$ cat src/rtl/updn_pkg.sv
package updn_pkg;
  typedef enum logic {DIR_DOWN = 1'b0, DIR_UP = 1'b1} dir_e;

  localparam int unsigned REG_W    = 8;
  localparam int unsigned WIDE_POS = 7;
  localparam int unsigned FLAG_POS = 6;
  localparam int unsigned IE_POS   = 5;
  localparam int unsigned SPARE_W  = 5;
  localparam logic [REG_W-1:0] CTL_LO_RST = 8'h08;
endpackage

$ cat src/rtl/updn_channel.sv
module updn_channel #(
  parameter int unsigned W = 8
) (
  input  logic         clk,
  input  logic         rst_n,
  input  logic         inc,
  input  logic         dec,
  output logic [W-1:0] count,
  output logic         carry,
  output logic         borrow
);
  localparam logic [W-1:0] TOP = {W{1'b1}};

  assign carry  = inc && (count == TOP);
  assign borrow = dec && (count == '0);

  always_ff @(posedge clk or negedge rst_n) begin
    if (!rst_n)   count <= '0;
    else if (inc) count <= count + 1'b1;
    else if (dec) count <= count - 1'b1;
  end

  AST_CHAN_EXCL: assert property (@(posedge clk) disable iff (!rst_n)
    !(inc && dec));
  AST_WRAP_TO_ZERO: assert property (@(posedge clk) disable iff (!rst_n)
    carry |=> count == '0);
  AST_WRAP_TO_TOP: assert property (@(posedge clk) disable iff (!rst_n)
    borrow |=> count == TOP);
endmodule

$ cat src/rtl/updn_dirtrack.sv
module updn_dirtrack
  import updn_pkg::*;
(
  input  logic clk,
  input  logic rst_n,
  input  logic step_up,
  input  logic step_dn,
  input  logic clr_req,
  output dir_e dir,
  output logic flag
);
  logic turn;
  assign turn = (step_up && dir == DIR_DOWN) || (step_dn && dir == DIR_UP);

  always_ff @(posedge clk or negedge rst_n) begin
    if (!rst_n) begin
      dir  <= DIR_DOWN;
      flag <= 1'b0;
    end else begin
      if (step_up)      dir <= DIR_UP;
      else if (step_dn) dir <= DIR_DOWN;
      if (turn)         flag <= 1'b1;
      else if (clr_req) flag <= 1'b0;
    end
  end

  AST_SET_WINS: assert property (@(posedge clk) disable iff (!rst_n)
    turn |=> flag);
  AST_FLAG_CLEAR_SRC: assert property (@(posedge clk) disable iff (!rst_n)
    $fell(flag) |-> $past(clr_req));
  AST_DIR_HOLD: assert property (@(posedge clk) disable iff (!rst_n)
    (!step_up && !step_dn) |=> $stable(dir));
endmodule

$ cat src/rtl/updn_ctrl_regs.sv
module updn_ctrl_regs
  import updn_pkg::*;
(
  input  logic             clk,
  input  logic             rst_n,
  input  logic             wr,
  input  logic             rd,
  input  logic             rmw,
  input  logic             addr,
  input  logic [REG_W-1:0] wdata,
  input  logic             flag,
  output logic [REG_W-1:0] rdata,
  output logic             wide,
  output logic             ie,
  output logic             clr_req
);
  logic [SPARE_W-1:0] spare_q;
  logic [REG_W-1:0]   lo_q;
  logic [REG_W-1:0]   hi_view;

  assign clr_req = wr && !addr && !wdata[FLAG_POS];
  assign hi_view = {wide, (rmw ? 1'b1 : flag), ie, spare_q};
  assign rdata   = !rd ? '0 : (addr ? lo_q : hi_view);

  always_ff @(posedge clk or negedge rst_n) begin
    if (!rst_n) begin
      wide    <= 1'b0;
      ie      <= 1'b0;
      spare_q <= '0;
      lo_q    <= CTL_LO_RST;
    end else if (wr) begin
      if (addr) begin
        lo_q <= wdata;
      end else begin
        wide    <= wdata[WIDE_POS];
        ie      <= wdata[IE_POS];
        spare_q <= wdata[SPARE_W-1:0];
      end
    end
  end

  AST_RMW_FLAG: assert property (@(posedge clk) disable iff (!rst_n)
    (rd && rmw && !addr) |-> rdata[FLAG_POS]);
  AST_LO_STORE: assert property (@(posedge clk) disable iff (!rst_n)
    (wr && addr) |=> lo_q == $past(wdata));
endmodule

$ cat src/rtl/updn_split_counter.sv
module updn_split_counter
  import updn_pkg::*;
#(
  parameter int unsigned CH_W = 8
) (
  input  logic            clk,
  input  logic            rst_n,
  input  logic            reg_wr,
  input  logic            reg_rd,
  input  logic            reg_rmw,
  input  logic            reg_addr,
  input  logic [7:0]      reg_wdata,
  output logic [7:0]      reg_rdata,
  input  logic [1:0]      cnt_up,
  input  logic [1:0]      cnt_dn,
  output logic [CH_W-1:0] count_lo,
  output logic [CH_W-1:0] count_hi,
  output logic [1:0]      wrap_up,
  output logic [1:0]      wrap_dn,
  output logic            dir_flag,
  output logic            irq
);
  localparam int unsigned NCH = 2;

  logic [NCH-1:0] net_up, net_dn;
  logic [NCH-1:0] ch_inc, ch_dec, ch_carry, ch_borrow;
  logic [CH_W-1:0] ch_count [NCH];
  logic wide, ie, clr_req;
  dir_e dir;

  for (genvar g = 0; g < NCH; g++) begin : g_net
    assign net_up[g] = cnt_up[g] && !cnt_dn[g];
    assign net_dn[g] = cnt_dn[g] && !cnt_up[g];
  end

  assign ch_inc[0] = net_up[0];
  assign ch_dec[0] = net_dn[0];
  assign ch_inc[1] = wide ? ch_carry[0]  : net_up[1];
  assign ch_dec[1] = wide ? ch_borrow[0] : net_dn[1];

  for (genvar g = 0; g < NCH; g++) begin : g_ch
    updn_channel #(.W(CH_W)) u_ch (
      .clk    (clk),
      .rst_n  (rst_n),
      .inc    (ch_inc[g]),
      .dec    (ch_dec[g]),
      .count  (ch_count[g]),
      .carry  (ch_carry[g]),
      .borrow (ch_borrow[g])
    );
  end

  assign count_lo = ch_count[0];
  assign count_hi = ch_count[1];

  updn_dirtrack u_dir (
    .clk     (clk),
    .rst_n   (rst_n),
    .step_up (net_up[0]),
    .step_dn (net_dn[0]),
    .clr_req (clr_req),
    .dir     (dir),
    .flag    (dir_flag)
  );

  updn_ctrl_regs u_regs (
    .clk     (clk),
    .rst_n   (rst_n),
    .wr      (reg_wr),
    .rd      (reg_rd),
    .rmw     (reg_rmw),
    .addr    (reg_addr),
    .wdata   (reg_wdata),
    .flag    (dir_flag),
    .rdata   (reg_rdata),
    .wide    (wide),
    .ie      (ie),
    .clr_req (clr_req)
  );

  always_ff @(posedge clk or negedge rst_n) begin
    if (!rst_n) begin
      wrap_up <= '0;
      wrap_dn <= '0;
    end else begin
      wrap_up <= {ch_carry[1],  !wide && ch_carry[0]};
      wrap_dn <= {ch_borrow[1], !wide && ch_borrow[0]};
    end
  end

  assign irq = dir_flag && ie;

  AST_CASCADE_UP: assert property (@(posedge clk) disable iff (!rst_n)
    (wide && ch_carry[0]) |=> count_hi == CH_W'($past(count_hi) + 1'b1));
  AST_HI_IGNORED: assert property (@(posedge clk) disable iff (!rst_n)
    (wide && !ch_carry[0] && !ch_borrow[0]) |=> $stable(count_hi));
  AST_WIDE_LO_QUIET: assert property (@(posedge clk) disable iff (!rst_n)
    (wide && !(reg_wr && !reg_addr)) |=> (!wrap_up[0] && !wrap_dn[0]));
  AST_CANCEL_HOLD: assert property (@(posedge clk) disable iff (!rst_n)
    (cnt_up[0] && cnt_dn[0]) |=> ($stable(count_lo) && $stable(dir)));
  AST_IRQ_NEEDS_FLAG: assert property (@(posedge clk) disable iff (!rst_n)
    irq |-> dir_flag);
endmodule

$ cat config.mk
export PLATFORM = sky130hd
export DESIGN_NAME = updn_split_counter
export DESIGN_NICKNAME = d
export VERILOG_FILES = /design/src/rtl/updn_pkg.sv /design/src/rtl/updn_channel.sv /design/src/rtl/updn_dirtrack.sv /design/src/rtl/updn_ctrl_regs.sv /design/src/rtl/updn_split_counter.sv
export SDC_FILE = /design/constraint.sdc
export NUM_CORES = 1
export LEC_CHECK = 0
export BUFFER_PORTS_ARGS = -buffer_cell sky130_fd_sc_hd__buf_2
export CAP_MARGIN = 20
export CORE_MARGIN = 4
export CORE_UTILIZATION = 52
export CTS_CLUSTER_DIAMETER = 80
export DETAILED_ROUTE_END_ITERATION = 16
export PLACE_DENSITY = 0.81
export SLEW_MARGIN = 20
export SYNTH_ARGS = -nofsm -noshare
export SYNTH_HDL_FRONTEND = slang
export SYNTH_SLANG_ARGS = --single-unit
$ cat constraint.sdc
create_clock -name clk -period 3.3 [get_ports clk]
set_clock_uncertainty 0.1 [all_clocks]
set_input_delay 0.33 -clock clk [delete_from_list [all_inputs] [get_ports clk]]
set_output_delay 0.33 -clock clk [all_outputs]
set_load 0.03 [all_outputs]
==> results summary <==
The flow ran to the end, and the final reports show no timing, DRC or antenna violations. The post-detailed-route count of antenna-violating nets came out at 0. The ratio of cells with drive above 1 in the final layout came out at 0.301. The storage element area came out at 927 um^2. The DRC violation total after the first TritonRoute iteration is 58. The first detailed-routing pass took 4 iterations. The worst setup path is launched from a flip-flop. The insertion delay of the later-clocked pin in the worst-skew pair came out at 0.29 ns. The minimum period implied by the final worst setup slack came out at 2.61 ns. The sequential-to-total area share from yosys stat is 0.425. The fraction of registers with async set/reset is 1.00.

The most critical setup path has its startpoint at g_ch[0].u_ch.count[0]. The total global-route track usage came out at 0.183. The worst endpoint required time came out at 3.42 ns. Clock-pin slew was measured on the worst setup and hold paths at 0.07 ns. The critical path goes through nand4_1 > nor2_1 > a32oi_2 > buf_4 > ha_1 > a211o_1 > o22ai_1 > mux2i_1 > xor2_1.

The wire-length estimate of the detail-placed layout is 3.35 mm. The static leakage is 1.20 nW. The number of hold violations in the final report came out at 0.

Post-CTS timing repair inserted 0 buffers for setup. In this run the horizontal extent of the chip is 72.8 um. The global-route congestion overflow total is 0. The number of antenna violations at the first check in global routing was 0.

Entering global routing, the biggest net connects 38 pins. The signal arrival time at the worst endpoint came out at 2.73 ns. The die is 72.8 um tall.

The layout filler cell count came out at 346. The final setup TNS is 0 ns. The mean area per synthesized cell came out at 10.6 um^2. The power per unit of standard cell area is 886 nW/um^2. The global-route wire length before repair is 7.57 mm. Setup violations remaining at the end of the flow were counted as 0. The length of routed met2 wiring is 2.09 mm. The buffer levels on the longest clock path is 2. The post-place setup slack came out at 0.570 ns. The actual slew at the worst max-slew pin came out at 0.792 ns. The uppermost metal layer occupied by signal nets is met4. The number of violations of the max-capacitance limit came out at 0. The synthesized netlist net count came out at 240.

The final number of max-transition violations is 0. The largest individual stage delay along the critical path comes from the cell dfrtp_1. TritonCTS built the clock tree. The CTS buffer count came out at 5. Along the worst path, the maximum fanout reaches 8.

The tightest min-delay check is of the input pin to asynchronous set/reset pin type. The via count of the first global-routing pass is 1727. STA classifies the critical path endpoint as a flip-flop. The die footprint came out at 5300 um^2. Setup repair after global routing left no endpoint under its margin. The endpoint identified for the worst register-to-register timing path is g_ch[1].u_ch.count[7]. The final cell count without fillers is 306. The number of nets in the finished design is 289. The starting density of the core is 0.542. The cell total after placement came out at 298. The post-route fraction of the period consumed by the critical path came out at 0.792. Yosys printed 0 warnings. The number of enable-type register cells in the synthesized netlist came out at 0. For flop-to-flop paths, the worst setup slack is 0.69 ns. The total number of vias came out at 1699. The I/O pin total came out at 48. The wire length after detailed routing is 4.36 mm. The worst-case headroom to the max-slew limit came out at 0.472. The number of I/O port buffers is 47. The number of distinct library cells after synthesis came out at 41.

The quantity of hold-fixing buffers added after cts is 0. The DRC violation count after routing came out at 0. The post-route met1 wirelength came out at 1.90 mm.

The met3 wire length came out at 275 um. The average wire length per cell after detail routing came out at 14.2 um. In this run, synthesis produced a sequential element count of 37. Once the clock tree was built, the resizer swapped 0 gates to a different size. The endpoint of the worst setup timing path is g_ch[1].u_ch.count[7].

The number of instances in the synthesized netlist came out at 206. The delay of the slowest critical-path stage is 0.50 ns. The floorplan has 23 rows. The via count normalized by instance count is 5.55. The highest achievable clock rate is 383 MHz.

The most used flip-flop cell after synthesis is dfrtp_1. The number of antenna diodes in the final layout is 0. The post-synth design cell area is 2180 um^2. The worst-case reg-to-reg path depth came out at 9. For this design, the sink count on the clock tree is 37.

The highest ir drop seen on vdd is 0.438 mV. The worst setup path is of the flip-flop to flip-flop kind. The number of levels the H-tree was split into is 2.

The area of the core region is 4030 um^2. The worst-case setup margin in the final layout is 0.688 ns. The tree is rooted in a clkbuf_8. The area growth from synthesis to layout is 16.3%.

The startpoint identified for the worst register-to-register timing path is g_ch[0].u_ch.count[0]. The area of combinational cells with multiple inputs came out at 1190 um^2. The final weighted congestion in routability-driven placement is 0.777.
[layer usage]
| layer | global-route usage | vias up |
|---|---|---|
| li1 | - | 844 |
| met1 | 0.219 | 802 |
| met2 | 0.312 | 43 |
| met3 | 0.0482 | 10 |
| met4 | 0.0738 | 0 |
| met5 | 0 | - |
[through the flow]
step / instance area, um^2 / util / hold slack (ns) / total power, mW
6_report: 2540 / 0.630 / 0.0264 / 2.25
3_5_place_dp: 2460 / 0.610 / 0.366 / 1.96
3_3_place_gp: 2460 / 0.610 / 0.363 / 1.92
2_1_floorplan: 2180 / - / -0.0656 / 1.66
5_1_grt: 2540 / 0.630 / 0.0943 / 2.43
4_1_cts: 2540 / 0.630 / 0.0517 / 2.27
[sequential cells by signal, summed over array words and instances (netlist names)]
name and count:
u_dir.dir 1, wrap_up 2, u_dir.flag 1, u_regs.spare_q 5, u_regs.wide 1, g_ch.u_ch.count 16, u_regs.ie 1, wrap_dn 2
u_regs.lo_q 8
[cells in the mapped netlist, drive strengths merged (4+ instances only)]
| cell type | number | area share |
|---|---|---|
| a211oi | 5 | 0.017 |
| nand2 | 11 | 0.019 |
| nand3 | 6 | 0.014 |
| a21oi | 10 | 0.025 |
| mux2i | 8 | 0.037 |
| nor2b | 9 | 0.026 |
| o21ai | 16 | 0.037 |
| nor2 | 8 | 0.014 |
| ha | 14 | 0.080 |
| dfrtp | 36 | 0.41 |
| nor3 | 4 | 0.0092 |
| inv | 9 | 0.015 |
| mux2 | 17 | 0.089 |
| xor2 | 4 | 0.016 |
| xnor2 | 7 | 0.028 |
[report_power, final]
group          leakage, nW  internal [mW]  total (mW)  switching [mW]
Clock               0.0450          0.146       0.301           0.154
Combinational        0.713          0.493        1.19           0.695
Sequential           0.446          0.588       0.761           0.173
Total                 1.20           1.23        2.25            1.02
[area by class of cell]
type	instances	share of cell area
Timing Repair Buffer	48	0.0956
Tap cell	50	0.0246
Clock buffer	6	0.0286
Clock inverter	2	0.00394
Inverter	9	0.0133
Sequential cell	37	0.365
Multi-Input combinational cell	154	0.469
[how the worst min path moves through the flow]
| stage | to | cells after the start | slack [ns] |
|---|---|---|---|
| 2_1_floorplan | g_ch[0].u_ch.count[0] | 0 | -0.07 |
| 3_3_place_gp | u_regs.ie | 1 | 0.36 |
| 3_5_place_dp | u_regs.ie | 1 | 0.37 |
| 4_1_cts | g_ch[1].u_ch.count[2] | 1 | 0.05 |
| 5_1_grt | g_ch[0].u_ch.count[7] | 1 | 0.09 |
| 6_report | u_regs.ie | 1 | 0.03 |
[cells in the final DEF (no fill, tap or decap), types with 8 or more instances in the layout]
cell / instances
a21oi_1: 9
buf_2: 47
dfrtp_1: 36
ha_1: 14
inv_1: 9
mux2_2: 16
mux2i_1: 8
nand2_1: 11
nor2_1: 8
nor2b_1: 9
o21ai_0: 16
[cell families (layout without fill, tap and decap cells)]
logic type | Yosys count | count (layout) | share of synthesized area
buf+inv | 15 | 65 | 0.0304
compound gates | 45 | 45 | 0.134
fa+ha+maj | 16 | 16 | 0.0986
flops | 37 | 37 | 0.425
mux | 25 | 25 | 0.126
simple gates | 57 | 57 | 0.142
xor+xnor | 11 | 11 | 0.0441
[worst max-delay path: cells and delay by family, from the launching register on]
family | cells | cell delay, ns
xor+xnor | 1 | 0.16
mux | 1 | 0.24
flops | 1 | 0.50
buf+inv | 1 | 0.23
simple gates | 2 | 0.31
compound gates | 3 | 0.68
fa+ha+maj | 1 | 0.32
(Power assumes the default switching activity.)
